**src/rtl/gwf_pkg.sv**
```systemverilog
package gwf_pkg;

  // Width needed to hold a count from 0 up to and including n.
  function automatic int count_width(input int n);
    return $clog2(n + 1);
  endfunction

  typedef enum logic [1:0] {
    DEC_HOLD = 2'd0,
    DEC_RISE = 2'd1,
    DEC_FALL = 2'd2
  } decision_e;

endpackage

```
**src/rtl/gwf_sample_window.sv**
```systemverilog
module gwf_sample_window #(
  parameter int WIN = 32
) (
  input  logic clk_i,
  input  logic rst_ni,
  input  logic shift_en_i,
  input  logic sample_i,
  output logic oldest_o,
  output logic [WIN-1:0] window_o
);

  logic [WIN-1:0] win_q;
  logic [WIN-1:0] win_d;

  always_comb begin
    win_d = win_q;
    if (shift_en_i) begin
      win_d = {win_q[WIN-2:0], sample_i};
    end
  end

  always_ff @(posedge clk_i or negedge rst_ni) begin
    if (!rst_ni) begin
      win_q <= '1;
    end else begin
      win_q <= win_d;
    end
  end

  assign oldest_o = win_q[WIN-1];
  assign window_o = win_q;

endmodule

```
**src/rtl/gwf_ones_tally.sv**
```systemverilog
module gwf_ones_tally #(
  parameter int WIN = 32,
  localparam int CW = gwf_pkg::count_width(WIN)
) (
  input  logic          clk_i,
  input  logic          rst_ni,
  input  logic          tally_en_i,
  input  logic          enter_i,
  input  logic          leave_i,
  output logic [CW-1:0] count_o
);

  localparam logic [CW-1:0] FULL = CW'(WIN);

  logic [CW-1:0] cnt_q;
  logic [CW-1:0] cnt_d;

  always_comb begin
    cnt_d = cnt_q;
    if (tally_en_i) begin
      if (enter_i && !leave_i) begin
        cnt_d = cnt_q + 1'b1;
      end else if (leave_i && !enter_i) begin
        cnt_d = cnt_q - 1'b1;
      end
    end
  end

  always_ff @(posedge clk_i or negedge rst_ni) begin
    if (!rst_ni) begin
      cnt_q <= FULL;
    end else begin
      cnt_q <= cnt_d;
    end
  end

  assign count_o = cnt_q;


  count_bound_chk: assert property (@(posedge clk_i) disable iff (!rst_ni)
    cnt_q <= FULL);


  count_step_chk: assert property (@(posedge clk_i) disable iff (!rst_ni)
    (cnt_q == $past(cnt_q)) || (cnt_q == $past(cnt_q) + 1'b1) ||
    (cnt_q + 1'b1 == $past(cnt_q)));

endmodule

```
**src/rtl/gwf_hyst_decide.sv**
```systemverilog
module gwf_hyst_decide #(
  parameter int WIN     = 32,
  parameter int RISE_TH = 24,
  parameter int FALL_TH = 8,
  localparam int CW = gwf_pkg::count_width(WIN)
) (
  input  logic          clk_i,
  input  logic          rst_ni,
  input  logic [CW-1:0] count_i,
  output logic          level_o
);

  import gwf_pkg::*;

  localparam logic [CW-1:0] HI = CW'(RISE_TH);
  localparam logic [CW-1:0] LO = CW'(FALL_TH);

  decision_e dec;
  logic      lvl_q;
  logic      lvl_d;

  always_comb begin
    if (count_i >= HI) begin
      dec = DEC_RISE;
    end else if (count_i <= LO) begin
      dec = DEC_FALL;
    end else begin
      dec = DEC_HOLD;
    end
  end

  always_comb begin
    unique case (dec)
      DEC_RISE: lvl_d = 1'b1;
      DEC_FALL: lvl_d = 1'b0;
      default:  lvl_d = lvl_q;
    endcase
  end

  always_ff @(posedge clk_i or negedge rst_ni) begin
    if (!rst_ni) begin
      lvl_q <= 1'b1;
    end else begin
      lvl_q <= lvl_d;
    end
  end

  assign level_o = lvl_q;


  rise_gate_chk: assert property (@(posedge clk_i) disable iff (!rst_ni)
    $rose(lvl_q) |-> ($past(count_i) >= HI));


  fall_gate_chk: assert property (@(posedge clk_i) disable iff (!rst_ni)
    $fell(lvl_q) |-> ($past(count_i) <= LO));


  band_hold_chk: assert property (@(posedge clk_i) disable iff (!rst_ni)
    ((count_i > LO) && (count_i < HI)) |=> $stable(lvl_q));

endmodule

```
**src/rtl/glitch_window_filter.sv**
```systemverilog
module glitch_window_filter #(
  parameter int WIN     = 32,
  parameter int RISE_TH = 24,
  parameter int FALL_TH = 8
) (
  input  logic                     clk_i,
  input  logic                     rst_ni,
  input  logic                     line_i,
  output logic                     level_o,
  output logic [$clog2(WIN+1)-1:0] ones_o
);

  localparam int CW = gwf_pkg::count_width(WIN);

  logic           advance;
  logic           oldest;
  logic [WIN-1:0] window;
  logic [CW-1:0]  count;

  assign advance = 1'b1;

  gwf_sample_window #(
    .WIN (WIN)
  ) i_window (
    .clk_i      (clk_i),
    .rst_ni     (rst_ni),
    .shift_en_i (advance),
    .sample_i   (line_i),
    .oldest_o   (oldest),
    .window_o   (window)
  );

  gwf_ones_tally #(
    .WIN (WIN)
  ) i_tally (
    .clk_i      (clk_i),
    .rst_ni     (rst_ni),
    .tally_en_i (advance),
    .enter_i    (line_i),
    .leave_i    (oldest),
    .count_o    (count)
  );

  gwf_hyst_decide #(
    .WIN     (WIN),
    .RISE_TH (RISE_TH),
    .FALL_TH (FALL_TH)
  ) i_decide (
    .clk_i   (clk_i),
    .rst_ni  (rst_ni),
    .count_i (count),
    .level_o (level_o)
  );

  assign ones_o = count;


  tally_matches_window_chk: assert property (@(posedge clk_i) disable iff (!rst_ni)
    $countones(window) == int'(count));

endmodule

```
**config.mk**
```make
export PLATFORM = sky130hd
export DESIGN_NAME = glitch_window_filter
export DESIGN_NICKNAME = d
export VERILOG_FILES = /design/src/rtl/gwf_pkg.sv /design/src/rtl/gwf_sample_window.sv /design/src/rtl/gwf_ones_tally.sv /design/src/rtl/gwf_hyst_decide.sv /design/src/rtl/glitch_window_filter.sv
export SDC_FILE = /design/constraint.sdc
export NUM_CORES = 1
export LEC_CHECK = 0
export BUFFER_PORTS_ARGS = -buffer_cell sky130_fd_sc_hd__buf_2
export CELL_PAD_IN_SITES_DETAIL_PLACEMENT = 0
export CELL_PAD_IN_SITES_GLOBAL_PLACEMENT = 1
export CORE_MARGIN = 2
export CORE_UTILIZATION = 35
export CTS_BUF_LIST = sky130_fd_sc_hd__clkbuf_8
export CTS_CLUSTER_SIZE = 30
export DETAILED_ROUTE_END_ITERATION = 12
export PLACE_DENSITY_LB_ADDON = 0.1
export RECOVER_POWER = 25
export SYNTH_ARGS = -nofsm -noshare
export SYNTH_HDL_FRONTEND = slang
export SYNTH_HIERARCHICAL = 1
export SYNTH_SLANG_ARGS = --single-unit
```
**constraint.sdc**
```tcl
create_clock -name clk_i -period 2.5 [get_ports clk_i]
set_input_delay 0.375 -clock clk_i [delete_from_list [all_inputs] [get_ports clk_i]]
set_output_delay 0.375 -clock clk_i [all_outputs]
set_load 0.02 [all_outputs]
```
**Yosys cells after proc, flatten, opt, wreduce, memory -nomap -nowiden**

Index checks and enable logic that the tools add are counted.

- Bits in registers: 39
- Bits in latches: 0
- RAM bits: 0
- Memory bits (read-only): 0
- Input bits: 3
- Output and inout bits: 7
- Memories kept: 0

- Add/sub/neg operators: 2
- $mul: 0
- Divide/modulo/power cells: 0
- Magnitude comparators: 2
- Eq/ne operators: 2
- Shift-type cells: 0
- Mux-type cells: 5
- Bitwise gates (word level): 0
- Reduce and logical (&&, ||, !) cells: 6

Operator list:

| cell | number |
|---|---|
| 2-to-1 mux 6 bit | 2 |
| adder 6 x 1 -> 6 bit (second input constant) | 1 |
| greater-or-equal comparator 6 x 5 -> 1 bit (second input constant) | 1 |
| <= comparator 6 x 4 -> 1 bit (second input constant) | 1 |
| subtractor 6 x 1 -> 6 bit (second input constant) | 1 |
| 2-to-1 mux 2 bit | 2 |
| nonzero test 2 bit | 2 |
| equality test 2 x 1 -> 1 bit (second input constant) | 1 |
| equality test 2 bit (second input constant) | 1 |
| logical AND 1 bit | 2 |
| zero test 1 bit | 2 |
| case mux 1 bit (2 select lines) | 1 |

**Longest topological paths before layout**

- Depth after elaboration: 5
- Mapped depth: 8

**By module**

The synthesis kept the hierarchy.

By module, submodules not included:

| module | instances | cells an instance | area an instance (um^2) |
|---|---|---|---|
| gwf_sample_window | 1 | 69 | 1392.6 |
| gwf_ones_tally | 1 | 44 | 471.7 |
| gwf_hyst_decide | 1 | 4 | 47.5 |
| glitch_window_filter | 1 | 1 | 3.8 |

**Worst setup path before layout**

OpenSTA, ideal clock, no wires.

- Path kind: reg-to-reg
- Start: register i_window.win_q[31] (netlist: i_window/window_o[31])
- End: register i_tally.cnt_q[5] (netlist: i_tally/count_o[5])
- Setup time: 0.086 ns
- Arrival time: 2.063 ns
- Required time: 2.414 ns
- Slack: 0.351 ns
- Stages on the path, launching flop included: 9
- Buffers on the path: 0
- Path through: dfstp_2 -> inv_1 -> ha_1 -> inv_1 -> ha_1 -> a211oi_2 -> nor2_1 -> mux2_4 -> a2111o_1

- Cells in the longest elaborated chain, start to end: 3
- Elaborated cells between the ends (all ways): 5
- Classes of those cells: 1 x mux; 4 x reduce/logical

RTL lines:

| what | line | text |
|---|---|---|
| start, declared | gwf_sample_window.sv:12 | `logic [WIN-1:0] win_q;` |
| start signal, assigned | gwf_sample_window.sv:26 | `win_q <= win_d;` |
| zero test 1 bit | gwf_ones_tally.sv:21 | `if (enter_i && !leave_i) begin` |
| logical AND 1 bit | gwf_ones_tally.sv:21 |  |
| 2-to-1 mux 6 bit / nonzero test 2 bit (equally long branches) | n/a |  |
| end signal, assigned | gwf_ones_tally.sv:33 | `cnt_q <= cnt_d;` |
| end, declared | gwf_ones_tally.sv:15 | `logic [CW-1:0] cnt_q;` |

Several ways; a longest one is shown, not always the timed one.
A chain may end at the register's enable or synchronous reset.

**Final worst setup path**

Same ends and word-level chain as after synthesis.

==> results.sh <==
export IMPL_cp_required_ns=2.71
export IMPL_fin_ws_ns=0.258
export IMPL_numCtsBuffers=5
export IMPL_hpwl_mm=1.61
export IMPL_r2r_slack_ns=0.26
export IMPL_cts_tree="yes"
export IMPL_cp_end_kind="register"
export IMPL_die_h_um=77.8
export IMPL_initial_core_util_pct=36.9
export IMPL_fin_crit_sh_pct=89.7
export IMPL_drtPass1Iterations=3
export IMPL_power_leakage_nw=0.920
export IMPL_vias=909
export IMPL_p_per_area_mw_per_mm2=1240
export IMPL_wl_per_cell_um=13.3
export IMPL_holdWs_ns=0.373
export IMPL_n_antenna_cell=0
export IMPL_violations="capacitance limit, slew limit"
export IMPL_status="finished, violations left"
export IMPL_vdd_drop_max_mv=0.468
export IMPL_track_usage_pct=10.3
export IMPL_antenna_found_initial=0
export IMPL_critPathLaunchType="register"
export IMPL_area_growth_pct=8.85
export IMPL_insertion_delay_ns=0.29
export IMPL_wirelength_mm=2.67
export IMPL_skew_ns=0.00476
export IMPL_die_x_um=77.8
export IMPL_worst_r2r_cell_count=8
export IMPL_core_area_sq_mm=0.00517
export IMPL_place_ws_ns=0.252
export IMPL_finalSetupViolations=0
export IMPL_yosysWarnings=6
export IMPL_r2r_start="i_window/window_o[31]$_DFFE_PN1P_"
export IMPL_layout_nets=139
export IMPL_final_common_cell="dfstp_2"
export IMPL_avgSynthCellArea_sq_um=16.3
export IMPL_finalMaxSlewViolations=40
export IMPL_min_from="line_i"
export IMPL_layout_common_cells="34 x dfstp_2, 30 x mux2_4, 7 x buf_2"
export IMPL_clock_root_buffer="clkbuf_8"
export IMPL_syn_area_sq_mm=0.00191
export IMPL_grt_pass1_vias=998
export IMPL_worstHoldPathType="primary input to register"
export IMPL_hold_depth=2
export IMPL_grt_remaining_overflow=0
export IMPL_cts_clk_slew_worst_paths_ns=0.07
export IMPL_place_congestion=0.856
export IMPL_worstMarginPinSlew_ns=2.03
export IMPL_layout_drive_gt1_share_pct=64.9
export IMPL_drt_iter0_drc=68
export IMPL_cts_resized=0
export IMPL_p_total_mw=2.57
export IMPL_cap_violations=1
export IMPL_netlist_instances=117
export IMPL_finalSetupTns_ns=0
export IMPL_htree_levels=2
export IMPL_grt_max_degree=40
export IMPL_vias_per_cell=4.52
export IMPL_dpl_cell_count=193
export IMPL_hold_end="i_window/window_o[0]$_DFFE_PN1P_"
export IMPL_drc_errors=0
export IMPL_pin_count=10
export IMPL_die_area_sq_mm=0.00606
export IMPL_post_cts_setup_buffer_count=0
export IMPL_max_slew_margin_pct=-35.1
export IMPL_rsz0062_at_grt="no"
export IMPL_ant_nets=0
export IMPL_cp_max_fo=5
export IMPL_cts_hold_buf=0
export IMPL_period_minus_slack_ns=2.24
export IMPL_cts_path_max_buffers=2
export IMPL_arrival_ns=2.45
export IMPL_setup_worst_path_class="register to register"
export IMPL_fin_cells=201
export IMPL_grt_pass1_wl_mm=4.87
export IMPL_cts_sinks=39
export IMPL_clock_fmax_ghz=0.446
export IMPL_rows=26
export IMPL_timing_rr_end="i_tally/count_o[5]$_DFFE_PN1P_"
export IMPL_hold_viol_final=0
export IMPL_io_buffer_count=9
==> how the worst max path moves through the flow <==
| stage | start | end | slack, ns | cells past startpoint |
|---|---|---|---|---|
| after floorplan | i_window/window_o[31]$_DFFE_PN1P_ | i_tally/count_o[5]$_DFFE_PN1P_ | 0.36 | 8 |
| after global placement | i_window/window_o[31]$_DFFE_PN1P_ | i_tally/count_o[5]$_DFFE_PN1P_ | 0.29 | 8 |
| after detailed placement | i_window/window_o[31]$_DFFE_PN1P_ | i_tally/count_o[5]$_DFFE_PN1P_ | 0.25 | 8 |
| after CTS | i_window/window_o[31]$_DFFE_PN1P_ | i_tally/count_o[5]$_DFFE_PN1P_ | 0.23 | 8 |
| after global routing | i_window/window_o[31]$_DFFE_PN1P_ | i_tally/count_o[5]$_DFFE_PN1P_ | 0.05 | 8 |
| final | i_window/window_o[31]$_DFFE_PN1P_ | i_tally/count_o[5]$_DFFE_PN1P_ | 0.26 | 8 |
==> where the power goes <==
group / internal (mW) / leakage [nW] / switching, mW / total, mW
clock network: 0.323 / 0.0612 / 0.214 / 0.537
registers: 1.04 / 0.417 / 0.188 / 1.23
logic: 0.480 / 0.442 / 0.323 / 0.803
==> registers in the layout, summed over array words and instances, names as in the netlist <==
register	count
i_window/window_o	32
i_decide/level_o	1
i_tally/count_o	6
==> critical path: stages (launching register included) <==
cell and delay, ns:
dfstp_2 0.53, inv_1 0.04, ha_1 0.21, inv_1 0.16
ha_1 0.25, o211ai_1 0.12, nor2_1 0.20, mux2_4 0.32
a2111o_1 0.34
==> layer usage <==
| metal | track usage, % | part of all wire [%] |
|---|---|---|
| met1 | 14.5 | 51 |
| met2 | 14.0 | 44 |
| met3 | 2.91 | 2.9 |
| met4 | 5.89 | 2.1 |
| met5 | 0 | 0 |
==> cell type report <==
class	instances	area (sq um)
inverter	2	7.51
clock buffer	6	82.6
fill	469	3100
sequential	39	1020
clock inverter	2	35.0
tap	70	87.6
timing repair buffer	9	42.5
multi-input combinational	73	803
==> through the flow <==
stage	area [sq um]	utilization (%)
6_report	2080	40.2
3_5_place_dp	1970	38.0
2_1_floorplan	1920	-
5_1_grt	2080	40.2
4_1_cts	2080	40.3
3_3_place_gp	1970	38.0
No activity file was read; power rests on OpenSTA's default activity.
